==> config.mk <==
export PLATFORM = sky130hd
export DESIGN_NAME = hsr_read_requester
export DESIGN_NICKNAME = d
export VERILOG_FILES = /design/src/rtl/hsr_pkg.sv /design/src/rtl/hsr_rst_sync.sv /design/src/rtl/hsr_sync.sv /design/src/rtl/hsr_timer.sv /design/src/rtl/hsr_fsm.sv /design/src/rtl/hsr_read_requester.sv
export SDC_FILE = /design/constraint.sdc
export NUM_CORES = 1
export LEC_CHECK = 0
export CORE_ASPECT_RATIO = 0.8
export CORE_MARGIN = 10
export CORE_UTILIZATION = 41
export DETAILED_ROUTE_END_ITERATION = 10
export DONT_BUFFER_PORTS = 1
export MAX_ROUTING_LAYER = met4
export PLACE_DENSITY = 0.65
export SLEW_MARGIN = 5
export SYNTH_ARGS = -nofsm -noshare
export SYNTH_HDL_FRONTEND = slang
export SYNTH_HIERARCHICAL = 1
export SYNTH_SLANG_ARGS = --single-unit
==> constraint.sdc <==
create_clock -name clk -period 3.1 [get_ports clk]
set_input_delay 0.465 -clock clk [delete_from_list [all_inputs] [get_ports clk]]
set_output_delay 0.465 -clock clk [all_outputs]
set_load 0.03 [all_outputs]
==> src/rtl/hsr_pkg.sv <==
package hsr_pkg;

  // Sequencer states of the read requester
  typedef enum logic [2:0] {
    ST_IDLE     = 3'd0,
    ST_ADDR     = 3'd1,  // address driven, request not yet raised
    ST_REQ      = 3'd2,  // request raised, waiting for acknowledge high
    ST_ACK_LO   = 3'd3,  // lines released, waiting for acknowledge low
    ST_WAIT_RDY = 3'd4,  // waiting for data-valid high
    ST_HOLD_ACK = 3'd5   // own acknowledge raised, waiting for data-valid low
  } hsr_state_e;

  function automatic logic is_wait_state(hsr_state_e s);
    return (s == ST_REQ) || (s == ST_ACK_LO) || (s == ST_WAIT_RDY) || (s == ST_HOLD_ACK);
  endfunction

endpackage

==> src/rtl/hsr_rst_sync.sv <==
module hsr_rst_sync #(
  parameter int STAGES = 2
) (
  input  logic clk,
  input  logic rst_n_i,
  output logic rst_n_o
);

  logic [STAGES-1:0] shift_q;

  always_ff @(posedge clk or negedge rst_n_i) begin
    if (!rst_n_i) begin
      shift_q <= '0;
    end else begin
      shift_q <= {shift_q[STAGES-2:0], 1'b1};
    end
  end

  assign rst_n_o = shift_q[STAGES-1];

endmodule

==> src/rtl/hsr_sync.sv <==
module hsr_sync #(
  parameter int WIDTH  = 2,
  parameter int STAGES = 2
) (
  input  logic             clk,
  input  logic             rst_n,
  input  logic [WIDTH-1:0] d_i,
  output logic [WIDTH-1:0] q_o
);

  logic [STAGES-1:0][WIDTH-1:0] chain_q;

  always_ff @(posedge clk or negedge rst_n) begin
    if (!rst_n) begin
      chain_q <= '0;
    end else begin
      chain_q[0] <= d_i;
      for (int s = 1; s < STAGES; s++) begin
        chain_q[s] <= chain_q[s-1];
      end
    end
  end

  assign q_o = chain_q[STAGES-1];

endmodule

==> src/rtl/hsr_timer.sv <==
module hsr_timer #(
  parameter int CNT_W = 16
) (
  input  logic             clk,
  input  logic             rst_n,
  input  logic             run_i,
  input  logic             restart_i,
  input  logic [CNT_W-1:0] limit_i,
  output logic             expired_o
);

  logic [CNT_W-1:0] cnt_q;
  logic [CNT_W-1:0] cnt_d;
  logic             cnt_en;
  logic [CNT_W-1:0] last_cnt;

  always_comb begin
    cnt_en   = restart_i | run_i;
    cnt_d    = restart_i ? '0 : cnt_q + 1'b1;
    last_cnt = limit_i - 1'b1;
  end

  always_ff @(posedge clk or negedge rst_n) begin
    if (!rst_n) begin
      cnt_q <= '0;
    end else if (cnt_en) begin
      cnt_q <= cnt_d;
    end
  end

  // A limit of zero turns the guard off
  assign expired_o = run_i && (limit_i != '0) && (cnt_q == last_cnt);

endmodule

==> src/rtl/hsr_fsm.sv <==
module hsr_fsm
  import hsr_pkg::*;
(
  input  logic clk,
  input  logic rst_n,
  input  logic start_i,
  input  logic ack_seen_i,
  input  logic rdy_seen_i,
  input  logic expired_i,
  output logic addr_ld_o,
  output logic data_ld_o,
  output logic waiting_o,
  output logic restart_o,
  output logic drive_o,
  output logic req_o,
  output logic ack_o,
  output logic busy_o,
  output logic done_o,
  output logic err_o
);

  hsr_state_e state_q, state_d;
  logic done_d, err_d;
  logic drive_d, req_d, ack_d, busy_d;
  logic drive_q, req_q, ack_q, busy_q, done_q, err_q;

  // Next-state logic: handshake progress has priority over expiry
  always_comb begin
    state_d   = state_q;
    addr_ld_o = 1'b0;
    data_ld_o = 1'b0;
    done_d    = 1'b0;
    err_d     = 1'b0;
    unique case (state_q)
      ST_IDLE: begin
        if (start_i) begin
          addr_ld_o = 1'b1;
          state_d   = ST_ADDR;
        end
      end
      ST_ADDR: begin
        state_d = ST_REQ;
      end
      ST_REQ: begin
        if (ack_seen_i) begin
          state_d = ST_ACK_LO;
        end else if (expired_i) begin
          state_d = ST_IDLE;
          err_d   = 1'b1;
        end
      end
      ST_ACK_LO: begin
        if (!ack_seen_i) begin
          state_d = ST_WAIT_RDY;
        end else if (expired_i) begin
          state_d = ST_IDLE;
          err_d   = 1'b1;
        end
      end
      ST_WAIT_RDY: begin
        if (rdy_seen_i) begin
          data_ld_o = 1'b1;
          state_d   = ST_HOLD_ACK;
        end else if (expired_i) begin
          state_d = ST_IDLE;
          err_d   = 1'b1;
        end
      end
      ST_HOLD_ACK: begin
        if (!rdy_seen_i) begin
          state_d = ST_IDLE;
          done_d  = 1'b1;
        end else if (expired_i) begin
          state_d = ST_IDLE;
          err_d   = 1'b1;
        end
      end
      default: begin
        state_d = ST_IDLE;
      end
    endcase
  end

  // Output decode from the next state, so every bus-facing level is a flop
  always_comb begin
    drive_d = (state_d == ST_ADDR) || (state_d == ST_REQ);
    req_d   = (state_d == ST_REQ);
    ack_d   = (state_d == ST_HOLD_ACK);
    busy_d  = (state_d != ST_IDLE);
  end

  always_ff @(posedge clk or negedge rst_n) begin
    if (!rst_n) begin
      state_q <= ST_IDLE;
      drive_q <= 1'b0;
      req_q   <= 1'b0;
      ack_q   <= 1'b0;
      busy_q  <= 1'b0;
      done_q  <= 1'b0;
      err_q   <= 1'b0;
    end else begin
      state_q <= state_d;
      drive_q <= drive_d;
      req_q   <= req_d;
      ack_q   <= ack_d;
      busy_q  <= busy_d;
      done_q  <= done_d;
      err_q   <= err_d;
    end
  end

  assign waiting_o = is_wait_state(state_q);
  assign restart_o = (state_d != state_q);
  assign drive_o   = drive_q;
  assign req_o     = req_q;
  assign ack_o     = ack_q;
  assign busy_o    = busy_q;
  assign done_o    = done_q;
  assign err_o     = err_q;

endmodule

==> src/rtl/hsr_read_requester.sv <==
module hsr_read_requester #(
  parameter int DATA_W      = 32,
  parameter int TMO_W       = 16,
  parameter int SYNC_STAGES = 2,
  parameter int RST_STAGES  = 2
) (
  input  logic              clk,
  input  logic              rst_n,
  input  logic              start_i,
  input  logic [DATA_W-1:0] addr_i,
  input  logic [TMO_W-1:0]  tmo_limit_i,
  input  logic [DATA_W-1:0] bus_in_i,
  output logic [DATA_W-1:0] bus_out_o,
  output logic              bus_oe_o,
  output logic              read_req_o,
  input  logic              ack_i,
  input  logic              data_rdy_i,
  output logic              ack_o,
  output logic [DATA_W-1:0] rdata_o,
  output logic              busy_o,
  output logic              done_o,
  output logic              err_o
);

  localparam int HS_W = 2;  // acknowledge and data-valid

  logic            rst_n_int;
  logic [HS_W-1:0] hs_raw, hs_seen;
  logic            addr_ld, data_ld, waiting, restart, expired;
  logic [DATA_W-1:0] addr_q, rdata_q;

  hsr_rst_sync #(.STAGES(RST_STAGES)) i_rst_sync (
    .clk     (clk),
    .rst_n_i (rst_n),
    .rst_n_o (rst_n_int)
  );

  assign hs_raw = {data_rdy_i, ack_i};

  hsr_sync #(.WIDTH(HS_W), .STAGES(SYNC_STAGES)) i_hs_sync (
    .clk   (clk),
    .rst_n (rst_n_int),
    .d_i   (hs_raw),
    .q_o   (hs_seen)
  );

  hsr_timer #(.CNT_W(TMO_W)) i_timer (
    .clk       (clk),
    .rst_n     (rst_n_int),
    .run_i     (waiting),
    .restart_i (restart),
    .limit_i   (tmo_limit_i),
    .expired_o (expired)
  );

  hsr_fsm i_fsm (
    .clk        (clk),
    .rst_n      (rst_n_int),
    .start_i    (start_i),
    .ack_seen_i (hs_seen[0]),
    .rdy_seen_i (hs_seen[1]),
    .expired_i  (expired),
    .addr_ld_o  (addr_ld),
    .data_ld_o  (data_ld),
    .waiting_o  (waiting),
    .restart_o  (restart),
    .drive_o    (bus_oe_o),
    .req_o      (read_req_o),
    .ack_o      (ack_o),
    .busy_o     (busy_o),
    .done_o     (done_o),
    .err_o      (err_o)
  );

  // Address and read-data holding registers with explicit clock enables
  always_ff @(posedge clk or negedge rst_n_int) begin
    if (!rst_n_int) begin
      addr_q <= '0;
    end else if (addr_ld) begin
      addr_q <= addr_i;
    end
  end

  always_ff @(posedge clk or negedge rst_n_int) begin
    if (!rst_n_int) begin
      rdata_q <= '0;
    end else if (data_ld) begin
      rdata_q <= bus_in_i;
    end
  end

  assign bus_out_o = addr_q;
  assign rdata_o   = rdata_q;

endmodule

==> run metrics <==
status finished, violations left; failing checks setup timing; worst vdd ir 0.000508 V; Final Hold Vio Count 0; share of layout cells above drive strength 1 0.415; pwr dens 997 nW/um^2; Yosys reg bits 95; DP Cell Count 524; via count of the first global-routing pass 2975; Post-Syn Nets 445; Port Buf Inserts 0; multi-input logic area 2280 um^2; Syn. warnings 6; starting density of the core 0.415; gpl congestion 0.807; Yosys cell types 57; io pins 155; Worst Clk Skew 0.00763 ns; initial antenna violation count 2; post-synthesis sequential area ratio 0.501; level count of the clock H-tree 3; filler cell count 984; slowest stage delay, CP 0.55 ns; most common cell after layout, fill and taps aside dfrtp_1; die area 16300 um^2; num rows 35; Tmin final 3.34 ns; CTS tree done; CTS Sinks 95; fin cells 552; placed cell area 5100 um^2; worst min-delay path category in2reg; Post-Place Setup Slack -0.703 ns; Final ANT Viol Nets 0; Initial DRC Count 167; Core Util, Final 0.492; crit end category register; CP max FO 5; CP Class in2reg; EDFF count, synth 0; DIE HEIGHT 116 um; launching element type of the critical path primary input; Worst slew margin 0.615; Max Cap Viol 0; CP Cell Sequence or4_4 > nor4_4 > buf_4 > mux2i_2 > nor3b_2 > o21ai_2 > nor4_4 > buf_4 > buf_4 > o32ai_4 > o31ai_4 > o2111ai_4 > buf_4 > buf_6 > buf_4 > o21ai_0 > a21oi_2; gr usage total 0.125; RSZ-0062 raised after global routing yes; share of flip-flops with an asynchronous set or reset 1.00; Final Instance Area 5630 um^2; slowest stage cell on the critical path or4_4; P&R area growth vs syn 18.6%; Reg area 2380 um^2; Worst Path Required 3.36 ns; total gr overflow 0; HPWL after DPL 8.00 mm; Post-Route WL 10.4 mm; most used cell, CP buf_4; Critical path buffers and inverters 6; final setup vio count 13; die width 140 um; highest-count cells in the layout ignoring fill and taps dfrtp_1, mux2_4, buf_4; via density per instance 5.09; CTS Buf Count 9; nets 485; Clock Latency Late Sink 0.33 ns; largest net degree at the start of global routing 35; leak pwr 2.47 nW; routed via count 2809; Reg clk slew, reported paths 0.06 ns; fmax 0.299 GHz; Clock Path Buffers 2; core area 11400 um^2; Gate Count Post-Synth 357; synthesized area 4750 um^2; WL per Instance 18.8 um; Worst path top cell family by delay compound AO/OA/AOI/OAI gates; root buf cell clkbuf_16; total power 5.61 mW; crit path DAT 3.61 ns; Worst Tran Pin Value 0.577 ns; first-pass detailed-route iteration total 4; first-pass GRT wire length 16.2 mm; Max Slew Vio Count 0; Avg Inst Size Synth 13.3 um^2; fin crit share 1.08; Most used DFF post-synth dfrtp_1; post-route setup slack -0.244 ns; Post-route DRC 0
[logic make-up (layout without fill, tap and decap cells)]
logic type      after synthesis  after routing  synth area share
fa+ha+maj                     4              4            0.0100
simple gates                 92             92             0.116
buf+inv                      28             73            0.0496
compound gates               34             34            0.0496
mux                          70             70             0.212
flops                        95             95             0.501
other cells                   1              3          0.000790
xor+xnor                     33             33            0.0609
[cell type report]
| cell class | instances | share of cell area |
|---|---|---|
| antenna | 2 | 0.000889 |
| clock buffer | 9 | 0.0400 |
| clock inverter | 7 | 0.0187 |
| inverter | 7 | 0.00467 |
| multi-input combinational | 234 | 0.406 |
| sequential | 95 | 0.423 |
| tap | 148 | 0.0329 |
| timing repair buffer | 50 | 0.0736 |
[timing repair]
item | 4_1_cts | 5_1_grt
setup endpoints to repair | 11 | 14
gates resized for setup | 11 | 10
hold endpoints to repair | 2 | 0
pin swaps | 15 | 20
setup buffers | 6 | 4
hold buffers | 1 | 0
[where the power goes]
| part | leakage, nW | switching, mW | internal (mW) | total [mW] |
|---|---|---|---|---|
| Combinational | 1.12 | 0.558 | 0.964 | 1.52 |
| Sequential | 1.19 | 1.23 | 1.68 | 2.91 |
| Clock | 0.158 | 0.464 | 0.717 | 1.18 |
| Total | 2.47 | 2.25 | 3.36 | 5.61 |
[worst paths after layout]
kind / end / cells past startpoint / slack, ns / from
max: i_timer/cnt_q[5] / 17 / -0.24 / tmo_limit_i[7]
min: i_hs_sync/chain_q[1] / 0 / 0.16 / data_rdy_i
max reg2reg: i_timer/cnt_q[15] / 16 / 0.01 / i_fsm/state_q[1]
min reg2reg: i_timer/cnt_q[2] / 0 / 0.25 / i_rst_sync/shift_q[1]
max in group asynchronous: bus_out_o[10] / 1 / 2.10 / i_rst_sync/shift_q[1]
min in group asynchronous: i_timer/cnt_q[2] / 0 / 0.25 / i_rst_sync/shift_q[1]
[worst register-to-register path: cells and delay by family (launching register included)]
| kind | cells | cell delay [ns] |
|---|---|---|
| xor gates and xnor gates | 1 | 0.16 |
| and+or+nand+nor | 9 | 1.63 |
| AOI/OAI and AO/OA | 5 | 0.64 |
| buffers and inverters | 1 | 0.18 |
| DFF | 1 | 0.39 |
[Yosys cell counts (3+ instances only)]
library cell,number,area share
xor2_1,17,0.031
xnor2_1,16,0.030
nand3_1,8,0.0084
nor2_1,29,0.023
or3_1,5,0.0066
dfrtp_1,95,0.50
nand3b_1,3,0.0047
o21ai_0,5,0.0053
mux2i_1,6,0.013
mux2_2,4,0.0095
o31ai_1,3,0.0047
nand4_1,6,0.0079
a31oi_1,4,0.0053
nand2_1,11,0.0087
clkbuf_1,6,0.0047
inv_1,6,0.0047
buf_6,3,0.0071
a21oi_1,7,0.0074
ha_1,3,0.0079
nor3_1,4,0.0042
mux2_4,60,0.19
buf_12,6,0.025
[sequential cells by signal, summed over array words and instances (netlist names)]
| name | count |
|---|---|
| i_rst_sync/shift_q | 2 |
| rdata_o | 32 |
| i_hs_sync/chain_q | 2 |
| i_fsm/ack_o | 1 |
| i_timer/cnt_q | 16 |
| i_fsm/done_o | 1 |
| i_fsm/drive_o | 1 |
| i_fsm/state_q | 3 |
| bus_out_o | 32 |
| i_hs_sync/q_o | 2 |
| i_fsm/busy_o | 1 |
| i_fsm/req_o | 1 |
| i_fsm/err_o | 1 |
[routing by layer]
layer | wire length [um] | up-vias | part of all wire | track usage
met3 | 833 | 10 | 0.080 | 0.0463
met2 | 5180 | 90 | 0.50 | 0.197
met5 | 0 | - | 0 | -
li1 | - | 1333 | - | -
met4 | 125 | 0 | 0.012 | 0.0343
met1 | 4260 | 1376 | 0.41 | 0.148
[stage by stage]
stage	hold slack [ns]	TNS, ns
global route	0.130	-4.10
floorplan	0.169	-4.96
global placement	0.170	-8.56
CTS	0.141	-1.63
detailed placement	0.170	-12.42
finish	0.158	-1.94
Note: power is estimated with default switching activity, not from simulation.
